$ cat src/rtl/mcfir_pkg.sv
package mcfir_pkg;

  typedef enum logic {
    SYNC_VECTOR = 1'b0,
    SYNC_PACKET = 1'b1
  } sync_mode_e;

  function automatic int idx_w(input int n);
    return (n > 1) ? $clog2(n) : 1;
  endfunction

endpackage

$ cat src/rtl/mcfir_chan_seq.sv
module mcfir_chan_seq
  import mcfir_pkg::*;
#(
  parameter int         NCH  = 3,
  parameter sync_mode_e SYNC = SYNC_VECTOR,
  parameter int         CHW  = 2
) (
  input  logic           clk,
  input  logic           rst_q,
  input  logic           ce,
  input  logic           xfer,
  input  logic           s_last,
  output logic [CHW-1:0] ch_q,
  output logic           last_ch,
  output logic           mismatch
);

  logic [CHW-1:0] ch_d;

  assign last_ch  = (ch_q == CHW'(NCH - 1));
  assign mismatch = (SYNC == SYNC_VECTOR) && xfer && (s_last != last_ch);

  always_comb begin
    ch_d = ch_q;
    if (xfer) begin
      if (((SYNC == SYNC_VECTOR) && s_last) || last_ch) ch_d = '0;
      else                                              ch_d = ch_q + CHW'(1);
    end
  end

  always_ff @(posedge clk) begin
    if (!rst_q)  ch_q <= '0;
    else if (ce) ch_q <= ch_d;
  end

  assert_chan_range_R1: assert property (@(posedge clk) disable iff (!rst_q)
    (int'(ch_q) < NCH));

  if (SYNC == SYNC_VECTOR) begin : g_vec_chk
    assert_resync_R7: assert property (@(posedge clk) disable iff (!rst_q)
      (xfer && s_last) |=> (ch_q == '0));
  end

endmodule

$ cat src/rtl/mcfir_cfg_sync.sv
module mcfir_cfg_sync
  import mcfir_pkg::*;
#(
  parameter int         NSETS = 3,
  parameter sync_mode_e SYNC  = SYNC_VECTOR,
  parameter int         SELW  = 2
) (
  input  logic            clk,
  input  logic            rst_q,
  input  logic            ce,
  input  logic            xfer,
  input  logic            vec_start,
  input  logic            s_last,
  input  logic            cfg_valid,
  input  logic [SELW-1:0] cfg_sel,
  output logic            cfg_ready,
  output logic [SELW-1:0] set_cur
);

  logic            armed_q, armed_d;
  logic [SELW-1:0] set_q;
  logic            take;

  assign take      = vec_start && ((SYNC == SYNC_VECTOR) || armed_q);
  assign cfg_ready = take;

  if (NSETS > 1) begin : g_multi
    always_comb begin
      set_cur = set_q;
      if (take && cfg_valid && (int'(cfg_sel) < NSETS)) set_cur = cfg_sel;
    end
  end else begin : g_single
    assign set_cur = '0;
  end

  always_comb begin
    armed_d = armed_q;
    if (xfer && s_last)         armed_d = 1'b1;
    else if (take && cfg_valid) armed_d = 1'b0;
  end

  always_ff @(posedge clk) begin
    if (!rst_q) begin
      set_q   <= '0;
      armed_q <= 1'b0;
    end else if (ce) begin
      set_q   <= set_cur;
      armed_q <= armed_d;
    end
  end

  assert_set_change_at_start_R4: assert property (@(posedge clk) disable iff (!rst_q)
    !$stable(set_q) |-> $past(cfg_ready && cfg_valid && ce));

endmodule

$ cat src/rtl/mcfir_taps.sv
module mcfir_taps #(
  parameter int NCH   = 3,
  parameter int NTAPS = 4,
  parameter int DW    = 8,
  parameter int CHW   = 2
) (
  input  logic                       clk,
  input  logic                       rst_q,
  input  logic                       ce,
  input  logic                       xfer,
  input  logic [CHW-1:0]             ch,
  input  logic [DW-1:0]              din,
  output logic [NTAPS-1:0][DW-1:0]   taps
);

  localparam int LW = (NTAPS - 1) * DW;

  logic [NTAPS-2:0][DW-1:0] line_q [NCH];
  logic [NTAPS-2:0][DW-1:0] line_d [NCH];

  always_comb begin
    line_d = line_q;
    for (int c = 0; c < NCH; c++) begin
      if (xfer && (ch == CHW'(c))) line_d[c] = LW'({line_q[c], din});
    end
  end

  always_ff @(posedge clk) begin
    if (!rst_q)  line_q <= '{default: '0};
    else if (ce) line_q <= line_d;
  end

  assign taps = {line_q[ch], din};

endmodule

$ cat src/rtl/mcfir_mac.sv
module mcfir_mac #(
  parameter int                          NTAPS = 4,
  parameter int                          NSETS = 3,
  parameter int                          DW    = 8,
  parameter int                          CW    = 8,
  parameter int                          SELW  = 2,
  parameter int                          AW    = 18,
  parameter logic [NSETS*NTAPS*CW-1:0]   COEF  = '0
) (
  input  logic [NTAPS-1:0][DW-1:0] taps,
  input  logic [SELW-1:0]          set,
  output logic signed [AW-1:0]     acc
);

  logic signed [DW+CW-1:0] prod [NTAPS];

  for (genvar i = 0; i < NTAPS; i++) begin : g_tap
    logic signed [CW-1:0] k;
    assign k       = COEF[(int'(set) * NTAPS + i) * CW +: CW];
    assign prod[i] = $signed(taps[i]) * k;
  end

  always_comb begin
    acc = '0;
    for (int i = 0; i < NTAPS; i++) acc = acc + AW'(prod[i]);
  end

endmodule

$ cat src/rtl/mcfir.sv
module mcfir
  import mcfir_pkg::*;
#(
  parameter int         NCH   = 3,
  parameter int         NTAPS = 4,
  parameter int         NSETS = 3,
  parameter int         DW    = 8,
  parameter int         CW    = 8,
  parameter int         OW    = 16,
  parameter sync_mode_e SYNC  = SYNC_VECTOR,
  parameter logic [NSETS*NTAPS*CW-1:0] COEF = 96'h01F80007_02FD05FF_04030201,
  localparam int        CHW   = idx_w(NCH),
  localparam int        SELW  = idx_w(NSETS)
) (
  input  logic            clk,
  input  logic            aresetn,
  input  logic            aclken,
  input  logic            s_valid,
  input  logic [DW-1:0]   s_data,
  input  logic            s_last,
  input  logic            cfg_valid,
  input  logic [SELW-1:0] cfg_sel,
  output logic            cfg_ready,
  output logic            m_valid,
  output logic [OW-1:0]   m_data,
  output logic [CHW-1:0]  m_user,
  output logic            m_last,
  output logic            frame_err
);

  localparam int AW = DW + CW + $clog2(NTAPS);

  logic                     rst_q;
  logic                     xfer, vec_start;
  logic [CHW-1:0]           ch_q;
  logic                     last_ch, mismatch;
  logic [SELW-1:0]          set_cur;
  logic [NTAPS-1:0][DW-1:0] taps;
  logic signed [AW-1:0]     acc;

  logic                     valid_d, last_d, err_d;
  logic [OW-1:0]            data_d;
  logic [CHW-1:0]           user_d;

  always_ff @(posedge clk or negedge aresetn) begin
    if (!aresetn) rst_q <= 1'b0;
    else          rst_q <= 1'b1;
  end

  assign xfer      = rst_q && aclken && s_valid;
  assign vec_start = xfer && (ch_q == '0);

  mcfir_chan_seq #(.NCH(NCH), .SYNC(SYNC), .CHW(CHW)) u_seq (
    .clk(clk), .rst_q(rst_q), .ce(aclken), .xfer(xfer), .s_last(s_last),
    .ch_q(ch_q), .last_ch(last_ch), .mismatch(mismatch)
  );

  mcfir_cfg_sync #(.NSETS(NSETS), .SYNC(SYNC), .SELW(SELW)) u_cfg (
    .clk(clk), .rst_q(rst_q), .ce(aclken), .xfer(xfer), .vec_start(vec_start),
    .s_last(s_last), .cfg_valid(cfg_valid), .cfg_sel(cfg_sel),
    .cfg_ready(cfg_ready), .set_cur(set_cur)
  );

  mcfir_taps #(.NCH(NCH), .NTAPS(NTAPS), .DW(DW), .CHW(CHW)) u_taps (
    .clk(clk), .rst_q(rst_q), .ce(aclken), .xfer(xfer), .ch(ch_q),
    .din(s_data), .taps(taps)
  );

  mcfir_mac #(.NTAPS(NTAPS), .NSETS(NSETS), .DW(DW), .CW(CW), .SELW(SELW),
              .AW(AW), .COEF(COEF)) u_mac (
    .taps(taps), .set(set_cur), .acc(acc)
  );

  always_comb begin
    valid_d = xfer;
    data_d  = m_data;
    user_d  = m_user;
    last_d  = m_last;
    err_d   = mismatch;
    if (xfer) begin
      data_d = OW'(acc >>> (AW - OW));
      user_d = ch_q;
      last_d = (SYNC == SYNC_PACKET) ? s_last : last_ch;
    end
  end

  always_ff @(posedge clk) begin
    if (!rst_q) begin
      m_valid   <= 1'b0;
      m_data    <= '0;
      m_user    <= '0;
      m_last    <= 1'b0;
      frame_err <= 1'b0;
    end else if (aclken) begin
      m_valid   <= valid_d;
      m_data    <= data_d;
      m_user    <= user_d;
      m_last    <= last_d;
      frame_err <= err_d;
    end
  end

  assert_reset_clears_R11: assert property (@(posedge clk)
    !rst_q |=> (!m_valid && !frame_err && !m_last));

  assert_err_with_data_R7: assert property (@(posedge clk) disable iff (!rst_q)
    frame_err |-> m_valid);

  assert_user_range_R1: assert property (@(posedge clk) disable iff (!rst_q)
    m_valid |-> (int'(m_user) < NCH));

  assert_hold_R9: assert property (@(posedge clk) disable iff (!rst_q)
    !aclken |=> ($stable(m_data) && $stable(m_valid) && $stable(m_user)));

endmodule

$ cat config.mk
export PLATFORM = sky130hd
export DESIGN_NAME = mcfir
export DESIGN_NICKNAME = d
export VERILOG_FILES = /design/src/rtl/mcfir_pkg.sv /design/src/rtl/mcfir_chan_seq.sv /design/src/rtl/mcfir_cfg_sync.sv /design/src/rtl/mcfir_taps.sv /design/src/rtl/mcfir_mac.sv /design/src/rtl/mcfir.sv
export SDC_FILE = /design/constraint.sdc
export NUM_CORES = 1
export LEC_CHECK = 0
export BUFFER_PORTS_ARGS = -buffer_cell sky130_fd_sc_hd__buf_2
export CORE_UTILIZATION = 50
export CTS_CLUSTER_SIZE = 8
export DETAILED_ROUTE_END_ITERATION = 10
export GPL_TIMING_DRIVEN = 0
export PLACE_DENSITY = 0.71
export SLEW_MARGIN = 0
export SYNTH_ARGS = -nofsm -noshare
export SYNTH_HDL_FRONTEND = slang
export SYNTH_SLANG_ARGS = --single-unit
$ cat constraint.sdc
create_clock -name clk -period 27.4 [get_ports clk]
set_input_delay 4.11 -clock clk [delete_from_list [all_inputs] [get_ports clk]]
set_output_delay 4.11 -clock clk [all_outputs]
set_load 0.01 [all_outputs]
## Word-level counts from Yosys, hierarchy flattened

Cells that the tools add are included.

- Muxes and demuxes: 5
- Shifts and indexed selects: 4
- Reductions and logical operators: 14
- $mul: 4
- Equal/unequal tests: 3
- Bitwise logic cells: 1
- Add/sub/neg operators: 7
- $lt $le $gt $ge: 2

Operators by type and width:

| operator | number |
|---|---|
| 96-bit by 9-bit variable part select with 8-bit output, first input constant | 3 |
| 96-bit by 8-bit variable part select with 8-bit output, first input constant | 1 |
| 8-bit by 8-bit multiplier with 16-bit output | 4 |
| 24-bit binary-select mux with 2-bit select | 1 |
| 24-bit 2-to-1 mux | 2 |
| 17-bit by 16-bit adder with 18-bit output | 1 |
| 18-bit by 16-bit adder with 18-bit output | 1 |
| 16-bit by 16-bit adder with 17-bit output | 1 |
| 4-bit by 2-bit adder with 5-bit output, second input constant | 2 |
| 1-bit logical AND | 8 |
| 2-bit AND reduction | 4 |
| 4-bit by 1-bit adder with 5-bit output, second input constant | 1 |
| 2-bit 2-to-1 mux | 2 |
| 3-bit >= comparator, second input constant | 1 |
| 2-bit NOT with 3-bit output | 1 |
| 2-bit by 1-bit adder with 2-bit output, second input constant | 1 |
| 2-bit by 1-bit == test with 1-bit output, second input constant | 1 |
| 2-bit == test, second input constant | 1 |
| 2-bit logical NOT | 1 |
| 2-bit less-than comparator, second input constant | 1 |
| 1-bit logical OR | 1 |
| 1-bit inequality test | 1 |

- Logic and storage cells: 57
- Bits in registers: 98
- Output and inout bits: 22
- Bits of input ports: 16

## Depth between registers and ports, before layout

- Word-level depth: 12
- Gate-level depth with buffers: 41
- Depth with buffers taken out: 34

## Modules after synthesis

Synthesis repeated with hierarchy kept, for this count alone.

- Cell total of the unflattened synthesis: 1310
- Area, all modules: 12597.1 µm²

By module, submodules not included:

| module | sequential area each (µm²) | times used | cells an instance | area an instance (µm²) |
|---|---|---|---|---|
| mcfir_mac | 0.0 | 1 | 874 | 8250.4 |
| mcfir_taps | 1441.4 | 1 | 311 | 3218.1 |
| mcfir | 445.4 | 1 | 97 | 868.3 |
| mcfir_chan_seq | 40.0 | 1 | 14 | 132.6 |
| mcfir_cfg_sync | 40.0 | 1 | 14 | 127.6 |

## Least setup slack after synthesis

Ideal clock, no wire load.

- Path kind: input to register
- From: input s_valid
- To: register m_data[15]
- Stages on the path: 35
- Library setup time: 0.129 ns
- Path buffers: 5
- Setup slack: 15.539 ns
- Arrival time: 11.732 ns
- Required time: 27.271 ns
- Cells stage by stage: and3_1 -> buf_2 -> and2_1 -> buf_2 -> nand2_2 -> nor2_1 -> o22ai_1 -> inv_1 -> ha_1 -> clkbuf_1 -> inv_1 -> clkbuf_1 -> clkbuf_1 -> nand2_1 -> fa_1 -> fa_1 -> inv_1 -> fa_1 -> inv_1 -> fa_1 -> inv_1 -> fa_1 -> fa_1 -> fa_1 -> inv_1 -> fa_1 -> inv_1 -> ha_1 -> a21oi_1 -> o21ai_0 -> a21oi_1 -> o21ai_1 -> o31ai_1 -> xnor2_1 -> o21ai_0

- Cells in the longest elaborated chain, start to end: 11
- Elaborated cells between the ends (all ways): 20
- Classes of those cells: 6 x add/sub; 4 x mul; 4 x shift; 1 x mux; 5 x reduce/logical

Ends and longest elaborated chain:

| item | line | RTL |
|---|---|---|
| from (decl) | mcfir.sv:18 | `input logic s_valid,` |
| 1-bit logical AND (*) | mcfir.sv:50 | `assign xfer = rst_q && aclken && s_valid;` |
| 1-bit logical AND (*) | mcfir.sv:51 | `assign vec_start = xfer && (ch_q == '0);` |
| 1-bit logical AND (*) (2 in series) | mcfir_cfg_sync.sv:30 | `if (take && cfg_valid && (int'(cfg_sel) < NSETS)) set_cur = cfg_sel;` |
| 2-bit 2-to-1 mux (*) | mcfir_cfg_sync.sv:30 |  |
| via set_cur[0] | mcfir.sv:37 | `logic [SELW-1:0] set_cur;` |
| 4-bit by 1-bit adder with 5-bit output | mcfir_mac.sv:19 | `assign k = COEF[(int'(set) * NTAPS + i) * CW +: CW];` |
| 96-bit by 9-bit variable part select with 8-bit output | mcfir_mac.sv:19 |  |
| 8-bit by 8-bit multiplier with 16-bit output | mcfir_mac.sv:20 | `assign prod[i] = $signed(taps[i]) * k;` |
| 16-bit by 16-bit adder with 17-bit output | mcfir_mac.sv:25 | `for (int i = 0; i < NTAPS; i++) acc = acc + AW'(prod[i]);` |
| 17-bit by 16-bit adder with 18-bit output | mcfir_mac.sv:25 |  |
| 18-bit by 16-bit adder with 18-bit output (*) | mcfir_mac.sv:25 |  |
| to (signal assigned) | mcfir.sv:96 | `m_data <= data_d;` |
| to (decl) | mcfir.sv:25 | `output logic [OW-1:0] m_data,` |

The timed path passes the listed nets; every way through them passes the cells marked *.
A chain may end at the register's enable or synchronous reset.

## Worst setup path after layout

- From: input s_valid
- To: register m_data[15]

- Cells in the longest elaborated chain, start to end: 11
- Elaborated cells between the ends (all ways): 20
- Classes of those cells: 6 x add/sub; 4 x mul; 4 x shift; 1 x mux; 5 x reduce/logical

Ends and longest elaborated chain:

| item | line |
|---|---|
| 1-bit logical AND (*) | mcfir.sv:50 |
| 1-bit logical AND | mcfir.sv:51 |
| 1-bit logical AND (2 in series) | mcfir_cfg_sync.sv:30 |
| 2-bit 2-to-1 mux | mcfir_cfg_sync.sv:30 |
| 4-bit by 1-bit adder with 5-bit output | mcfir_mac.sv:19 |
| 96-bit by 9-bit variable part select with 8-bit output | mcfir_mac.sv:19 |
| 8-bit by 8-bit multiplier with 16-bit output | mcfir_mac.sv:20 |
| 16-bit by 16-bit adder with 17-bit output | mcfir_mac.sv:25 |
| 17-bit by 16-bit adder with 18-bit output | mcfir_mac.sv:25 |
| 18-bit by 16-bit adder with 18-bit output | mcfir_mac.sv:25 |

Every way passes the cells marked *; elsewhere a longest branch is shown, timed or not.

==> flow_summary.json <==
{
  "status": "finished clean",
  "worstPathMaxFanout": 11,
  "vias": 8976,
  "r2r_setup_slack_ps": 16620,
  "synth_top_area_frac": 0.3197,
  "first_iter_violations": 592,
  "setup_viol": 0,
  "avgViaCountPerCell": 5.126,
  "synth_xor_area_frac": 0.03283,
  "cts_max_path_buffers": 2,
  "r2r_start": "u_seq.ch_q[1]$_SDFFE_PN0P_",
  "fin_crit_sh": 0.4919,
  "hold_path_depth": 1,
  "grtUsageTotal": 0.2561,
  "tightest_slew_ps": 1123,
  "grt.overflow.total": 0,
  "switching_share": 0.3869,
  "worstHoldEndpoint": "m_last$_SDFFE_PN0P_",
  "h-tree-depth": 3,
  "io_pins": 38,
  "syn_to_final_growth_pct": 7.330,
  "ys_ff_latch": 98,
  "multi_input_area_sq_mm": 0.008919,
  "synthMuxAreaShare": 0.02121,
  "vdd_ir_drop_max_mv": 0.04955,
  "cts_tree": "built",
  "grt_pass1_vias": 9404,
  "fmax_ghz": 0.07420,
  "syn_inst": 1383,
  "fin_crit_ps": 13480,
  "r2r-end": "m_data[15]$_SDFFE_PN0P_",
  "async_reset_ff_frac": 0.01020,
  "synth_top_family_by_area": "adder cells",
  "cp_common_cell": "fa_1",
  "diodes": 0,
  "clock-sinks": 98,
  "p_per_area_mw_per_mm2": 43.27,
  "dr.pass1.iters": 6,
  "seq_area_sq_mm": 0.001967,
  "yosys.area_share.simple": 0.1266,
  "core_sq_mm": 0.02375,
  "p_leak_uw": 0.006692,
  "pwr-share-seq": 0.273,
  "synth_fp_nets": 1740,
  "finalSetupTns_ps": 0,
  "yosysSeqAreaShare": 0.1603,
  "slew_violations": 0,
  "yosys_warnings": 0,
  "syn_area_per_cell_sq_um": 8.874,
  "worstSetupPathType": "input pin to register",
  "drive_above_1_share": 0.05237,
  "arrival_ps": 13700,
  "hold_path_class": "register to register",
  "hold_viol": 0,
  "cp-start-kind": "input pin",
  "rows": 56,
  "grt_pass1_wl_um": 48770,
  "fp.dieH_um": 158.7,
  "io_buffers": 33,
  "dp_slack_ps": 13650,
  "rsz0062_at_grt": "no",
  "clk_latency_ps": 350,
  "p_int_uw": 349.5,
  "crit_required_ps": 27620,
  "cts_resized": 0,
  "nets": 1784,
  "start_util": 0.5167,
  "max-cap-violations": 0,
  "hold_buffers": 0,
  "cpPeakStageDelay_ps": 600,
  "p_total_uw": 570.0,
  "hold_start": "m_last$_SDFFE_PN0P_",
  "r2r_cells": 35,
  "combPwrFrac": 0.473,
  "die_w_um": 158.7,
  "skew_ps": 7.691,
  "crit_start": "s_valid",
  "p_sw_uw": 220.5,
  "yosys.area_share.adder": 0.4692,
  "synth_top_area_cell": "fa_1",
  "post-route-cell-area_sq_mm": 0.01317,
  "path_clk_slew_ps": 70,
  "fillers": 2158,
  "drt-total-wl_um": 29560,
  "grt_max_degree": 16,
  "wl_per_cell_um": 16.88,
  "crit_path_end_kind": "register",
  "cp_slowest_cell": "fa_1",
  "whs_ps": 452.4,
  "place_area_sq_mm": 0.01284,
  "globalplace.congestion": 0.9214,
  "place_hpwl_um": 25220,
  "synth_flop_cell": "dfxtp_1",
  "drcViolationCount": 0,
  "synth-edff-count": 0,
  "synth_compound_area_frac": 0.07656,
  "post-cts-setup-buffers": 0,
  "clkPwrFrac": 0.254,
  "grt_antenna_before_repair": 0,
  "synthTopCellsByArea": "fa_1 (32%), dfxtp_1 (16%), ha_1 (15%)",
  "cts_buffers": 9,
  "postRouteAntennaNets": 0,
  "setup_slack_ps": 13920,
  "cts_root_buf": "clkbuf_16",
  "relSlewSlack": 0.2432,
  "synth_cell_types": 49,
  "die-area_sq_mm": 0.02518,
  "synth_area_sq_mm": 0.01227
}
==> sequential cells by signal, summed over array words and instances, names as in the netlist <==
register / flops
u_seq.ch_q: 2
u_taps.line_q: 72
u_cfg.set_q: 2
frame_err: 1
rst_q: 1
m_user: 2
m_valid: 1
m_last: 1
m_data: 16
==> metal layers <==
layer	wire (um)	track usage
met1	13170	0.3492
met2	13760	0.4135
met3	1800	0.04872
met4	828	0.07418
met5	0	0
==> synth_stat cells (4+ instances only) <==
cell type,count
xor2_1,11
or2_2,4
and2_1,63
o22ai_1,4
o21ai_0,110
nor2b_1,20
xnor2_1,35
nand2b_1,6
nor2_1,16
ha_1,145
a21o_1,9
nand3_1,4
o21ai_1,5
nand2_1,222
buf_2,11
dfxtp_1,97
inv_1,307
a21oi_1,12
mux2i_1,26
fa_1,196
clkbuf_1,38
==> critical path, delay by kind of cell <==
family	cells	cell delay [ps]
fa+ha+maj	10	4570
simple gates	5	780
compound gates	7	2040
buf+inv	10	2030
xor+xnor	1	160
==> worst max path at each step <==
stage / end / slack [ps] / cells after the start
after detailed placement: m_data[15]$_SDFFE_PN0P_ / 13650 / 31
after global routing: m_data[15]$_SDFFE_PN0P_ / 13410 / 32
after global placement: m_data[15]$_SDFFE_PN0P_ / 13640 / 31
after floorplan: m_data[15]$_SDFFE_PN0P_ / 15540 / 35
after CTS: m_data[15]$_SDFFE_PN0P_ / 13980 / 31
final: m_data[15]$_SDFFE_PN0P_ / 13920 / 33
==> logic make-up (layout without fill, tap and decap cells) <==
kind of cell,after synthesis,count (layout)
AO/OA/AOI/OAI,163,163
XOR/XNOR,46,46
adder cells (fa/ha/maj),343,343
buffers and inverters,362,411
flip-flops,98,98
multiplexers,26,26
other,1,1
AND/OR/NAND/NOR,344,344
==> cell usage in the layout, fill, tap and decap left out, types with 4 or more instances in the layout <==
cell type / count
inv_1: 307
nand2_1: 222
fa_1: 196
ha_1: 145
o21ai_0: 110
dfxtp_1: 97
and2_1: 63
buf_2: 44
clkbuf_1: 40
xnor2_1: 35
mux2i_1: 26
nor2b_1: 20
nor2_1: 16
a21oi_1: 12
xor2_1: 11
a21o_1: 9
clkbuf_16: 9
nand2b_1: 6
o21ai_1: 5
o22ai_1: 4
or2_2: 4
nand3_1: 4
==> through the flow <==
step / utilization / std cells
after global placement: 0.5405 / 1735
after detailed placement: 0.5405 / 1735
after CTS: 0.5546 / 1751
after global routing: 0.5546 / 1751
final: 0.5546 / 1751
after floorplan: - / 1383
==> area by class of cell <==
type,count,area share
multi-input cells,923,0.6771
flip-flops and latches,98,0.1493
inverters,308,0.08777
well taps,319,0.03030
clock buffers,11,0.01767
plain buffers,54,0.01757
repair buffers,33,0.01254
clock inverters,5,0.007789
==> power by group through the flow <==
stage	Combinational, uW	Clock, uW	Sequential [uW]
after floorplan	190	0	161
after global placement	265	0	158
after detailed placement	270	0	159
after CTS	273	145	155
after global routing	307	150	156
final	270	145	156
(Power assumes the default switching activity.)
